### config.mk
export PLATFORM = sky130hd
export DESIGN_NAME = chtick_top
export DESIGN_NICKNAME = d
export VERILOG_FILES = /design/src/rtl/chtick_pkg.sv /design/src/rtl/chtick_prescaler.sv /design/src/rtl/chtick_postdiv.sv /design/src/rtl/chtick_top.sv
export SDC_FILE = /design/constraint.sdc
export NUM_CORES = 1
export LEC_CHECK = 0
export BUFFER_PORTS_ARGS = -buffer_cell sky130_fd_sc_hd__clkbuf_2
export CORE_MARGIN = 5
export CORE_UTILIZATION = 40
export DETAILED_ROUTE_END_ITERATION = 8
export SETUP_SLACK_MARGIN = 0.5
export SYNTH_ARGS = -nofsm -noshare
export SYNTH_HDL_FRONTEND = slang
export SYNTH_SLANG_ARGS = --single-unit
### constraint.sdc
create_clock -name clk -period 6.7 [get_ports clk]
set_input_delay 0 -clock clk [delete_from_list [all_inputs] [get_ports clk]]
set_output_delay 0 -clock clk [all_outputs]
set_load 0.01 [all_outputs]
### src/rtl/chtick_pkg.sv
// Package: shared constants and channel-to-prescaler mapping for the
// channel tick generator. Assumes exactly two prescaler groups.
package chtick_pkg;

    // number of prescaler groups feeding the channels
    localparam int unsigned NUM_GROUPS = 2;

    // Return the prescaler group index for a channel: channels below the
    // split point use group 0, the rest use group 1.
    function automatic int unsigned chan_group(input int unsigned ch,
                                               input int unsigned split);
        return (ch < split) ? 0 : 1;
    endfunction

    // Width needed to hold values 0..n (at least 1 bit).
    function automatic int unsigned width_for(input int unsigned n);
        int unsigned w;
        w = 1;
        while ((1 << w) <= n) w++;
        return w;
    endfunction

endpackage

### src/rtl/chtick_prescaler.sv
// Module: free-running prescaler. Counts input clocks from 0 up to a
// latched limit and asserts a combinational strobe in the terminal cycle.
// The limit input is sampled only on reset and at each wrap, so a new
// value never cuts a running period short.
// Assumes: limit_i is synchronous to clk.
module chtick_prescaler #(
    parameter int unsigned PRE_W = 8
) (
    input  logic             clk,
    input  logic             rst_n,
    input  logic [PRE_W-1:0] limit_i,
    output logic             strobe_o,
    output logic [PRE_W-1:0] limit_o
);

    logic [PRE_W-1:0] cnt_q;
    logic [PRE_W-1:0] lim_q;

    // terminal-count detect
    assign strobe_o = (cnt_q == lim_q);
    assign limit_o  = lim_q;

    // count up, wrap to zero at the terminal value and take a fresh limit
    always_ff @(posedge clk) begin
        if (!rst_n) begin
            cnt_q <= '0;
            lim_q <= limit_i;
        end else if (strobe_o) begin
            cnt_q <= '0;
            lim_q <= limit_i;
        end else begin
            cnt_q <= cnt_q + 1'b1;
        end
    end

endmodule

### src/rtl/chtick_postdiv.sv
// Module: per-channel power-of-two post-divider. Counts prescaler strobes
// and emits a registered one-clock tick on every 2^d-th strobe, with the
// code d clamped to MAX_LOG. A code change applies at the next strobe;
// a counter already past the new terminal value wraps on that strobe.
// Assumes: strobe_i is a single-cycle pulse from the prescaler.
module chtick_postdiv
    import chtick_pkg::*;
#(
    parameter int unsigned SEL_W   = 4,
    parameter int unsigned MAX_LOG = 4
) (
    input  logic             clk,
    input  logic             rst_n,
    input  logic             strobe_i,
    input  logic [SEL_W-1:0] sel_i,
    output logic             tick_o
);

    localparam int unsigned CNT_W = (MAX_LOG > 0) ? MAX_LOG : 1;
    localparam int unsigned EFF_W = width_for(MAX_LOG);

    logic [EFF_W-1:0] eff_log;
    logic [CNT_W:0]   span;
    logic [CNT_W-1:0] term;
    logic [CNT_W-1:0] cnt_q;
    logic             wrap;
    logic             tick_q;

    // clamp the selected code to the largest supported shift
    always_comb begin
        if (sel_i > SEL_W'(MAX_LOG))
            eff_log = EFF_W'(MAX_LOG);
        else
            eff_log = EFF_W'(sel_i);
    end

    // terminal strobe index 2^d - 1
    always_comb begin
        span = (CNT_W+1)'(1) << eff_log;
        term = CNT_W'(span - 1'b1);
    end

    // divider wraps on a strobe at or beyond the terminal index
    assign wrap = strobe_i && (cnt_q >= term);

    // count strobes and register the tick
    always_ff @(posedge clk) begin
        if (!rst_n) begin
            cnt_q  <= '0;
            tick_q <= 1'b0;
        end else begin
            tick_q <= wrap;
            if (strobe_i)
                cnt_q <= wrap ? '0 : cnt_q + 1'b1;
        end
    end

    assign tick_o = tick_q;

endmodule

### src/rtl/chtick_top.sv
// Module: channel tick generator top. Two prescalers, each fed by one
// byte of the prescaler word, drive NUM_CH post-dividers; channels below
// SPLIT use prescaler 0, the rest prescaler 1. Unused upper bits of both
// words are ignored.
// Assumes: configuration words are synchronous to clk.
module chtick_top
    import chtick_pkg::*;
#(
    parameter int unsigned NUM_CH  = 5,
    parameter int unsigned SPLIT   = 2,
    parameter int unsigned PRE_W   = 8,
    parameter int unsigned SEL_W   = 4,
    parameter int unsigned MAX_LOG = 4,
    parameter int unsigned CFG_W   = 32
) (
    input  logic              clk,
    input  logic              rst_n,
    input  logic [CFG_W-1:0]  cfg_pre_i,
    input  logic [CFG_W-1:0]  cfg_sel_i,
    output logic [NUM_CH-1:0] tick_o
);

    localparam int unsigned PRE_BITS = NUM_GROUPS * PRE_W;
    localparam int unsigned SEL_BITS = NUM_CH * SEL_W;

    logic [NUM_GROUPS-1:0] pre_stb;
    logic [PRE_BITS-1:0]   pre_lim;
    logic                  unused_cfg_bits;

    // fold the ignored upper configuration bits into a sink
    assign unused_cfg_bits = ^{cfg_pre_i[CFG_W-1:PRE_BITS],
                               cfg_sel_i[CFG_W-1:SEL_BITS]};

    // one prescaler per group
    for (genvar g = 0; g < NUM_GROUPS; g++) begin : g_pre
        chtick_prescaler #(
            .PRE_W (PRE_W)
        ) u_pre (
            .clk      (clk),
            .rst_n    (rst_n),
            .limit_i  (cfg_pre_i[g*PRE_W +: PRE_W]),
            .strobe_o (pre_stb[g]),
            .limit_o  (pre_lim[g*PRE_W +: PRE_W])
        );
    end

    // one post-divider per channel, fed from its group's prescaler
    for (genvar n = 0; n < NUM_CH; n++) begin : g_ch
        localparam int unsigned GRP = chan_group(n, SPLIT);
        chtick_postdiv #(
            .SEL_W   (SEL_W),
            .MAX_LOG (MAX_LOG)
        ) u_div (
            .clk      (clk),
            .rst_n    (rst_n),
            .strobe_i (pre_stb[GRP]),
            .sel_i    (cfg_sel_i[n*SEL_W +: SEL_W]),
            .tick_o   (tick_o[n])
        );
    end

endmodule

# --- Yosys cells after proc, flatten, opt, wreduce, memory -nomap -nowiden ---
# Index checks and enable logic that the tools add are counted.
totals:
  register_bits: 57
  input_bits: 66
  output_inout_bits: 5
  wordCells: 67
op_classes:
  n_addsub: 12
  order_cmp: 10
  n_eq_ne: 4
  n_shift: 5
  mux: 14
  n_bitwise: 1
  reduce_logical: 7
op_table:
  columns: ["cell", "count"]
  rows:
  - ["$mux 8", 4]
  - ["$add 4x1->4 const B", 5]
  - ["$ge 4x4->1", 5]
  - ["$gt 4x3->1 const B", 5]
  - ["$mux 4", 5]
  - ["$shl 1x3->4 const A", 5]
  - ["$sub 4x1->4 const B", 5]
  - ["$add 8x1->8 const B", 2]
  - ["$eq 8x8->1", 2]
  - ["$mux 3", 5]
  - ["$logic_and 1x1->1", 5]
  - ["$ne 2x1->1 const B", 2]
  - ["$reduce_or 2->1", 2]
  - ["$not 1->1", 1]

# --- Depth between registers and ports, before layout ---
# Gate-level depths: netlist of the first run.
logic_depth:
  word_depth: 7
  ltp_mapped: 10
  depth_no_buf: 10

# --- Modules after synthesis ---
# A second synthesis of the first run with hierarchy kept.
hier_totals:
  cells_unflattened: 327
  hier_area_um2: 3313.2
by_module_without_submodules:
  columns: ["module", "instances", "cells_each", "area_each_um2", "seq_area_each_um2"]
  rows:
  - ["chtick_postdiv", 5, 43, 382.9, 100.1]
  - ["chtick_prescaler", 2, 56, 699.4, 400.4]

# --- Worst setup path after synthesis of the first run ---
# Ideal clock, no wire load.
synth_timing:
  path_kind: "input-to-reg"
  start: "in cfg_sel_i[0]"
  end: "reg g_ch[0].u_div.cnt_q[3]"
  setup_ps: 88
  arrival_time_ps: 2036
  required_time_ps: 6612
  slack_ps: 4576
  path_stages: 8
  path_buffers: 0
  cell_sequence: "or4_1 ha_1 xnor2_1 ha_1 a21o_1 a211oi_2 nand2_1 o32ai_2"
synth_via:
  elab_chain_len: 7
synth_rtl:
  columns: ["element", "line", "rtl"]
  rows:
  - ["start: declaration", "chtick_top.sv:19", "input logic [CFG_W-1:0] cfg_sel_i,"]
  - ["$gt 4x3->1", "chtick_postdiv.sv:31", "if (sel_i > SEL_W'(MAX_LOG))"]
  - ["$mux 3 *", "chtick_postdiv.sv:31", null]
  - ["$shl 1x3->4 *", "chtick_postdiv.sv:39", "span = (CNT_W+1)'(1) << eff_log;"]
  - ["$sub 4x1->4 *", "chtick_postdiv.sv:40", "term = CNT_W'(span - 1'b1);"]
  - ["$ge 4x4->1 *", "chtick_postdiv.sv:44", "assign wrap = strobe_i && (cnt_q >= term);"]
  - ["$logic_and 1x1->1 *", "chtick_postdiv.sv:44", null]
  - ["$mux 4 *", "chtick_postdiv.sv:54", "cnt_q <= wrap ? '0 : cnt_q + 1'b1;"]
  - ["end signal: assignment", "chtick_postdiv.sv:54", null]
  - ["end: declaration", "chtick_postdiv.sv:25", "logic [CNT_W-1:0] cnt_q;"]
# Every way passes the cells marked *; elsewhere a longest branch is shown, timed or not.
# A chain may end at the register's enable or synchronous reset.

# --- Final worst setup path of the first run ---
# Same ends and word-level chain as after synthesis.

==> results of run 1 <==
## cell families (layout without fill, tap and decap cells)
| group | Yosys count | after routing | synth area share |
|---|---|---|---|
| fa+ha+maj | 32 | 32 | 0.128 |
| xor+xnor | 33 | 33 | 0.0924 |
| simple gates | 113 | 113 | 0.192 |
| flops | 57 | 57 | 0.416 |
| buf+inv | 25 | 89 | 0.0408 |
| compound gates | 57 | 57 | 0.131 |
## through the flow
stage | worst slack (ns) | instance area, um^2 | std cells | power [mW] | utilization
after CTS | 4.59 | 3730 | 483 | 0.727 | 0.486
after detailed placement | 4.24 | 3400 | 451 | 0.431 | 0.442
final | 4.62 | 3730 | 483 | 0.716 | 0.486
after global routing | 4.41 | 3730 | 483 | 0.752 | 0.486
after floorplan | 4.58 | 3130 | 317 | 0.411 | -
after global placement | 4.25 | 3400 | 451 | 0.429 | 0.442
## worst register-to-register path, delay by kind of cell, from the launching register on
kind,cells,cell delay [ns]
compound gates,4,1.10
buf+inv,2,0.14
flops,1,0.38
fa+ha+maj,1,0.29
## repair_timing
action | CTS | global route
hold endpoints to repair | 16 | 0
resized for setup | 0 | 0
hold buffers | 16 | 0
## metal layers
| layer | vias to the layer above | part of all wire | global-route usage |
|---|---|---|---|
| li1 | 1243 | - | - |
| met1 | 1051 | 0.47 | 0.144 |
| met2 | 40 | 0.46 | 0.194 |
| met3 | 10 | 0.056 | 0.0481 |
| met4 | 0 | 0.015 | 0.0420 |
| met5 | - | 0 | 0 |
## power groups by stage
stage | combinational (mW) | sequential, mW | clock, mW
after floorplan | 0.0343 | 0.376 | 0
after global placement | 0.0517 | 0.378 | 0
after detailed placement | 0.0533 | 0.378 | 0
after CTS | 0.0608 | 0.370 | 0.296
after global routing | 0.0680 | 0.371 | 0.313
final | 0.0599 | 0.370 | 0.286
## cell type report
cell class | instances | area (um^2) | share of cell area
Tap cell | 102 | 128 | 0.0342
Multi-Input combinational cell | 235 | 1700 | 0.455
Clock buffer | 9 | 124 | 0.0332
Inverter | 15 | 56.3 | 0.0151
Sequential cell | 57 | 1300 | 0.349
Timing Repair Buffer | 58 | 370 | 0.0992
Clock inverter | 7 | 53.8 | 0.0144
## path summary, 6_finish.rpt
path | endpoint | slack [ns] | depth (start not counted)
hold reg to reg | g_pre[0].u_pre.cnt_q[0] | 0.48 | 1
setup reg to reg | g_ch[2].u_div.cnt_q[3] | 4.72 | 7
hold / removal | g_ch[1].u_div.tick_o | 0.21 | 5
setup / recovery | g_ch[0].u_div.cnt_q[3] | 4.62 | 9
## cells in the final DEF (no fill, tap or decap), types with 2 or more instances in the layout
| cell | n |
|---|---|
| clkbuf_2 | 42 |
| dfxtp_1 | 41 |
| ha_1 | 32 |
| nor2_1 | 28 |
| xnor2_1 | 26 |
| nand3_1 | 25 |
| nand2_1 | 22 |
| edfxtp_1 | 16 |
| dlygate4sd3_1 | 16 |
| inv_1 | 15 |
| a21boi_1 | 11 |
| o21ai_0 | 10 |
| clkbuf_8 | 9 |
| nand2b_1 | 7 |
| nand3b_1 | 7 |
| o22ai_1 | 7 |
| xor2_1 | 7 |
| a21boi_0 | 6 |
| and3_1 | 6 |
| nor4b_1 | 5 |
| a21o_1 | 5 |
| a21oi_1 | 5 |
| nor3_1 | 4 |
| nand4_2 | 4 |
| o21a_1 | 4 |
| a211oi_2 | 3 |
| clkinvlp_4 | 3 |
| o21ai_2 | 2 |
| o32ai_1 | 2 |
| inv_6 | 2 |
## sequential cells by signal (all words and copies together) (netlist names)
| name | count |
|---|---|
| g_ch.u_div.cnt_q | 20 |
| g_pre.u_pre.cnt_q | 16 |
| g_pre.u_pre.limit_o | 16 |
| g_ch.u_div.tick_o | 5 |
==> summary.md, run 1 <==
| Metric | Value |
|---|---|
| Initial antenna violation count | 0 |
| Cell Pwr Density | around 190 mW/mm^2 |
| Slowest CP cell | or4_1 |
| Largest net degree at the start of global routing | 35 |
| Min Hold Slack | 0.214 ns |
| Post-Route WL | 5410 um |
| DRC | 0 |
| Post-DRT Antenna Nets | 0 |
| Final Hold Viols | 0 |
| Crit-path leading delay family | compound AO/OA/AOI/OAI gates |
| Sequential area share after synthesis | 0.416 |
| WL/cell | about 11 um |
| Status | finished, final reports clean |
| Top-count cell post-synth | dfxtp_1 |
| Num CTS Buffers | 9 |
| Yosys reg bits | 57 |
| Share of cells above drive strength 1 | 0.186 |
| First-pass GRT wire length | 9570 um |
| Setup crit end kind | register |
| Die span in y | between 90 and 100 um |
| Buffers & Inverters on Critical Path | 1 |
| Synth area leader | dfxtp_1 |
| Largest fanout on the critical path | 6 |
| Hpwl dp | about 3900 um |
| RePlAce Congestion | a little under 0.8 |
| Total GRT Usage | 0.120 |
| Peak VDD IR | approximately 0.14 mV |
| Detailed Routing Iterations Pass 1 | 4 |
| Async SR Flop Fraction | 0 |
| Via-per-instance ratio | around 4.9 |
| Crit-path most repeated cell | ha_1 |
| Ant. Diodes | 0 |
| Synth Net Count | between 400 and 500 |
| Switching share of power | 0.259 |
| Root buffer cell | clkbuf_8 |
| Critical Path AT | 2.34 ns |
| Max-cap violations | 0 |
| Fin crit share | 0.311 |
| Worst setup startpoint | cfg_sel_i[0] |
| YS warnings | 0 |
| P_leak | about 1.5 nW |
| TritonCTS clock tree | built |
| CTS Buffer Depth | 2 |
| Worst path cell trace | clkbuf_2 -> or4_1 -> ha_1 -> xnor2_1 -> ha_1 -> a21o_1 -> a211oi_2 -> nand2_1 -> o32ai_2 |
| Distinct cells, synth | 35 |
| Initial Util | 0.407 |
| # IOs | just over 70 |
| Setup bufs post-CTS | 0 |
| Most area-consuming cells after synthesis | dfxtp_1 (26%), edfxtp_1 (15%), ha_1 (13%) |
| Vias in the first global route | approximately 2.3k |
| EDFF count, synth | 16 |
| Commonest cells post-synth | dfxtp_1 (41), ha_1 (32), nor2_1 (28) |
| Crit path kind | input port to register |
| Initial DRC Count | about 70 |
| Part of the power in registers | 0.516 |
| Row count | 32 |
| Core area | about 0.0077 mm^2 |
| Slew @ Worst Pin | 0.789 ns |
| Fmax | ~480 MHz |
| Die span in x | between 90 and 100 um |
| Clock Latency Late Sink | 0.34 ns |
| Final #Nets | between 400 and 500 |
| Cell Area, Synth | 0.00313 mm^2 |
| Clk pwr share | 0.400 |
| Req. time, crit path | approximately 7.0 ns |
| Worst slew margin | 0.471 |
| Top_reg_cell synth | dfxtp_1 |
| Synthesized instance count | approximately 320 |
| Setup violators final | 0 |
| Grt total ovfl | 0 |
| Final TNS setup | 0 ns |
| Post-synth top area share | 0.262 |
| Crit-path max cell delay | 0.57 ns |
| R2R Path Start | g_ch[2].u_div.cnt_q[0] |
| Fillers | around 740 |
| Internal Power | between 500 and 600 uW |
| Synth-to-Final Area Change | 19.3% |
| Vias | around 2.3k |
| Die area | just under 0.01 mm^2 |
| Max-slew violation count | 0 |
| H-tree depth | 3 |
| Hold Startpoint | cfg_sel_i[6] |
| Combinational power share | 0.084 |
| Final min period | 2.08 ns |
| # clock sinks | 57 |
| Syn_area_per_cell | 9.87 um^2 |
| Clock transition at path regs | around 0.07 ns |
| Setup Skew | ~0.0083 ns |
| Type of the most critical hold path | input port to register |
| RSZ-0062 raised after global routing | no |
| Critical Path Source Type | input port |
| Sw Pwr | around 190 uW |
| I/O Buffers | 42 |
(Power assumes the default switching activity.)
==> run 2, diff against run 1 <==
Clock period 6.7 ns to 1.7 ns, I/O delays scaled along.
==> run 2 against run 1 <==
  * The flow now finishes with violations (setup timing)
  * Setup slack lost 4.8 ns
  * Clock-buffer cell count increased by 2
  * Routed wire length rose by 22%
  * Combinational power rose to 7.3 times the previous value
  * Worst hold slack got worse by 0.069 ns
  * Die area is the same
  * Sequential share of layout area decreased by 8.4 points
  * Sequential cell count unchanged
  * Global-route usage grew 1.3 points
  * Clock power grew to 4.1 times the previous value
  * Cell count up 11%
  * Critical path type unchanged
  * Largest power group unchanged
  * Highest routed layer unchanged
==> summary.md, run 2 (synthesis results as in run 1) <==
| Metric | Value |
|---|---|
| Max-cap violations | 0 |
| Status | complete, but fails checks |
| Via-per-instance ratio | between 4 and 5 |
| Fin crit share | 1.09 |
| Crit-path max cell delay | roughly 0.55 ns |
| Max-slew violation count | 0 |
| I/O Buffers | 42 |
| Worst setup startpoint | cfg_sel_i[2] |
| Req. time, crit path | around 2 ns |
| Detailed Routing Iterations Pass 1 | 4 |
| # IOs | 71 |
| Final min period | 1.85 ns |
| Cell Pwr Density | approximately 620 mW/mm^2 |
| Die span in x | 98.5 um |
| Critical Path Source Type | input port |
| Core area | just under 0.008 mm^2 |
| R2R Path Start | g_ch[4].u_div.cnt_q[2] |
| Ant. Diodes | 0 |
| Power after layout | a little over 3 mW |
| Final #Nets | 530 |
| Clock transition at path regs | ~0.06 ns |
| Largest net degree at the start of global routing | 19 |
| Grt total ovfl | 0 |
| Switching share of power | 0.234 |
| Clk pwr share | 0.380 |
| Slowest CP cell | or4_4 |
| Share of cells above drive strength 1 | 0.475 |
| Sw Pwr | a little over 700 uW |
| RSZ-0062 raised after global routing | yes |
| Most flops, register | g_ch.u_div.cnt_q |
| H-tree depth | 3 |
| Post-DRT Antenna Nets | 0 |
| Setup violators final | 5 |
| Crit path kind | input port to register |
| Post-Route WL | roughly 6600 um |
| Min Hold Slack | around 0.14 ns |
| Fmax | roughly 540 MHz |
| P_leak | just under 2 nW |
| Hold Startpoint | rst_n |
| Hpwl dp | around 4200 um |
| Synth-to-Final Area Change | 57.6% |
| Initial antenna violation count | 0 |
| Num CTS Buffers | 9 |
| Setup crit end kind | register |
| Die area | 0.00969 mm^2 |
| Final Hold Viols | 0 |
| Final WS setup | -0.152 ns |
| Failing checks | setup timing |
| TritonCTS clock tree | built |
| Vias in the first global route | approximately 2.6k |
| Largest register FFs | 20 |
| WL/cell | ~12 um |
| Most common cell after layout, fill and taps aside | buf_4 |
| Peak VDD IR | between 0.5 and 0.6 mV |
| Slew @ Worst Pin | 0.478 ns |
| Row count | 32 |
| Part of the power in registers | 0.478 |
| Initial Util | 0.407 |
| CTS Buffer Depth | 2 |
| # clock sinks | between 50 and 60 |
| DRC | 0 |
| Internal Power | ~2.4 mW |
| Root buffer cell | clkbuf_8 |
| RePlAce Congestion | between 0.7 and 0.8 |
| Worst path cell trace | buf_6 -> or4_4 -> ha_4 -> xnor2_2 -> ha_1 -> a21o_1 -> a211oi_4 -> buf_4 -> nand3_2 -> a21boi_1 |
| Setup Skew | 0.00824 ns |
| Largest fanout on the critical path | 5 |
| Type of the most critical hold path | input port to register |
| Fillers | between 600 and 700 |
| Most frequent cells in the layout | buf_4 (38), dfxtp_1 (37), clkbuf_2 (33), ha_1 (27) |
| First-pass GRT wire length | 10800 um |
| Clock Latency Late Sink | between 0.3 and 0.4 ns |
| Initial DRC Count | 82 |
| Worst slew margin | 0.677 |
| Vias | 2596 |
| Critical Path AT | 2.10 ns |
| Combinational power share | 0.142 |
| Die span in y | 98.5 um |
| Total GRT Usage | 0.133 |
## run 2: layout make-up
cell class,instances,area (um^2),share of cell area
Clock buffer,11,131,0.0266
Tap cell,102,128,0.0259
Multi-Input combinational cell,235,2250,0.456
Clock inverter,4,45.0,0.00913
Sequential cell,57,1310,0.265
Timing Repair Buffer,114,1010,0.206
Inverter,15,56.3,0.0114
## run 2: power groups by stage
| stage | registers [mW] | clock network, mW | logic (mW) |
|---|---|---|---|
| final | 1.47 | 1.17 | 0.437 |
| after global routing | 1.47 | 1.26 | 0.475 |
| after CTS | 1.46 | 1.20 | 0.385 |
| after detailed placement | 1.49 | 0 | 0.278 |
| after global placement | 1.49 | 0 | 0.271 |
| after floorplan | 1.48 | 0 | 0.149 |
## run 2: metrics by stage
stage	utilization	setup TNS, ns	instances	cell area, um^2	setup slack (ns)
floorplan	-	-0.857	317	3260	-0.264
global placement	0.495	-4.56	485	3800	-0.421
detailed placement	0.495	-5.50	485	3800	-0.484
CTS	0.594	-0.389	528	4560	-0.139
global route	0.641	-0.795	538	4930	-0.212
finish	0.641	-0.467	538	4930	-0.152
## run 2: worst max-delay path: cells and delay by family
kind	cells	cell delay (ns)
buf+inv	2	0.26
compound gates	3	0.60
simple gates	2	0.60
fa+ha+maj	2	0.51
xor+xnor	1	0.13
## run 2: repair_timing
action                                  CTS  global route
endpoints found under the setup margin   57            57
gates resized for setup                  56            70
pin swaps                                20            35
cloned                                    1             0
hold endpoints to repair                 16             0
hold buffers                             16             0
setup buffers                            11            10
## run 2: per-layer routing
metal / share of wire / GRT usage / vias to the layer above
li1: - / - / 1352
met1: 0.43 / 0.161 / 1197
met5: 0 / 0 / -
met4: 0.0095 / 0.0483 / 0
met2: 0.52 / 0.231 / 41
met3: 0.035 / 0.0311 / 6
## run 2: final timing paths
kind | endpoint | slack (ns) | cells after the start
min | g_ch[1].u_div.cnt_q[0] | 0.14 | 2
min reg2reg | g_pre[0].u_pre.cnt_q[0] | 0.46 | 1
max reg2reg | g_ch[4].u_div.cnt_q[2] | 0.09 | 6
max | g_ch[0].u_div.cnt_q[1] | -0.15 | 10
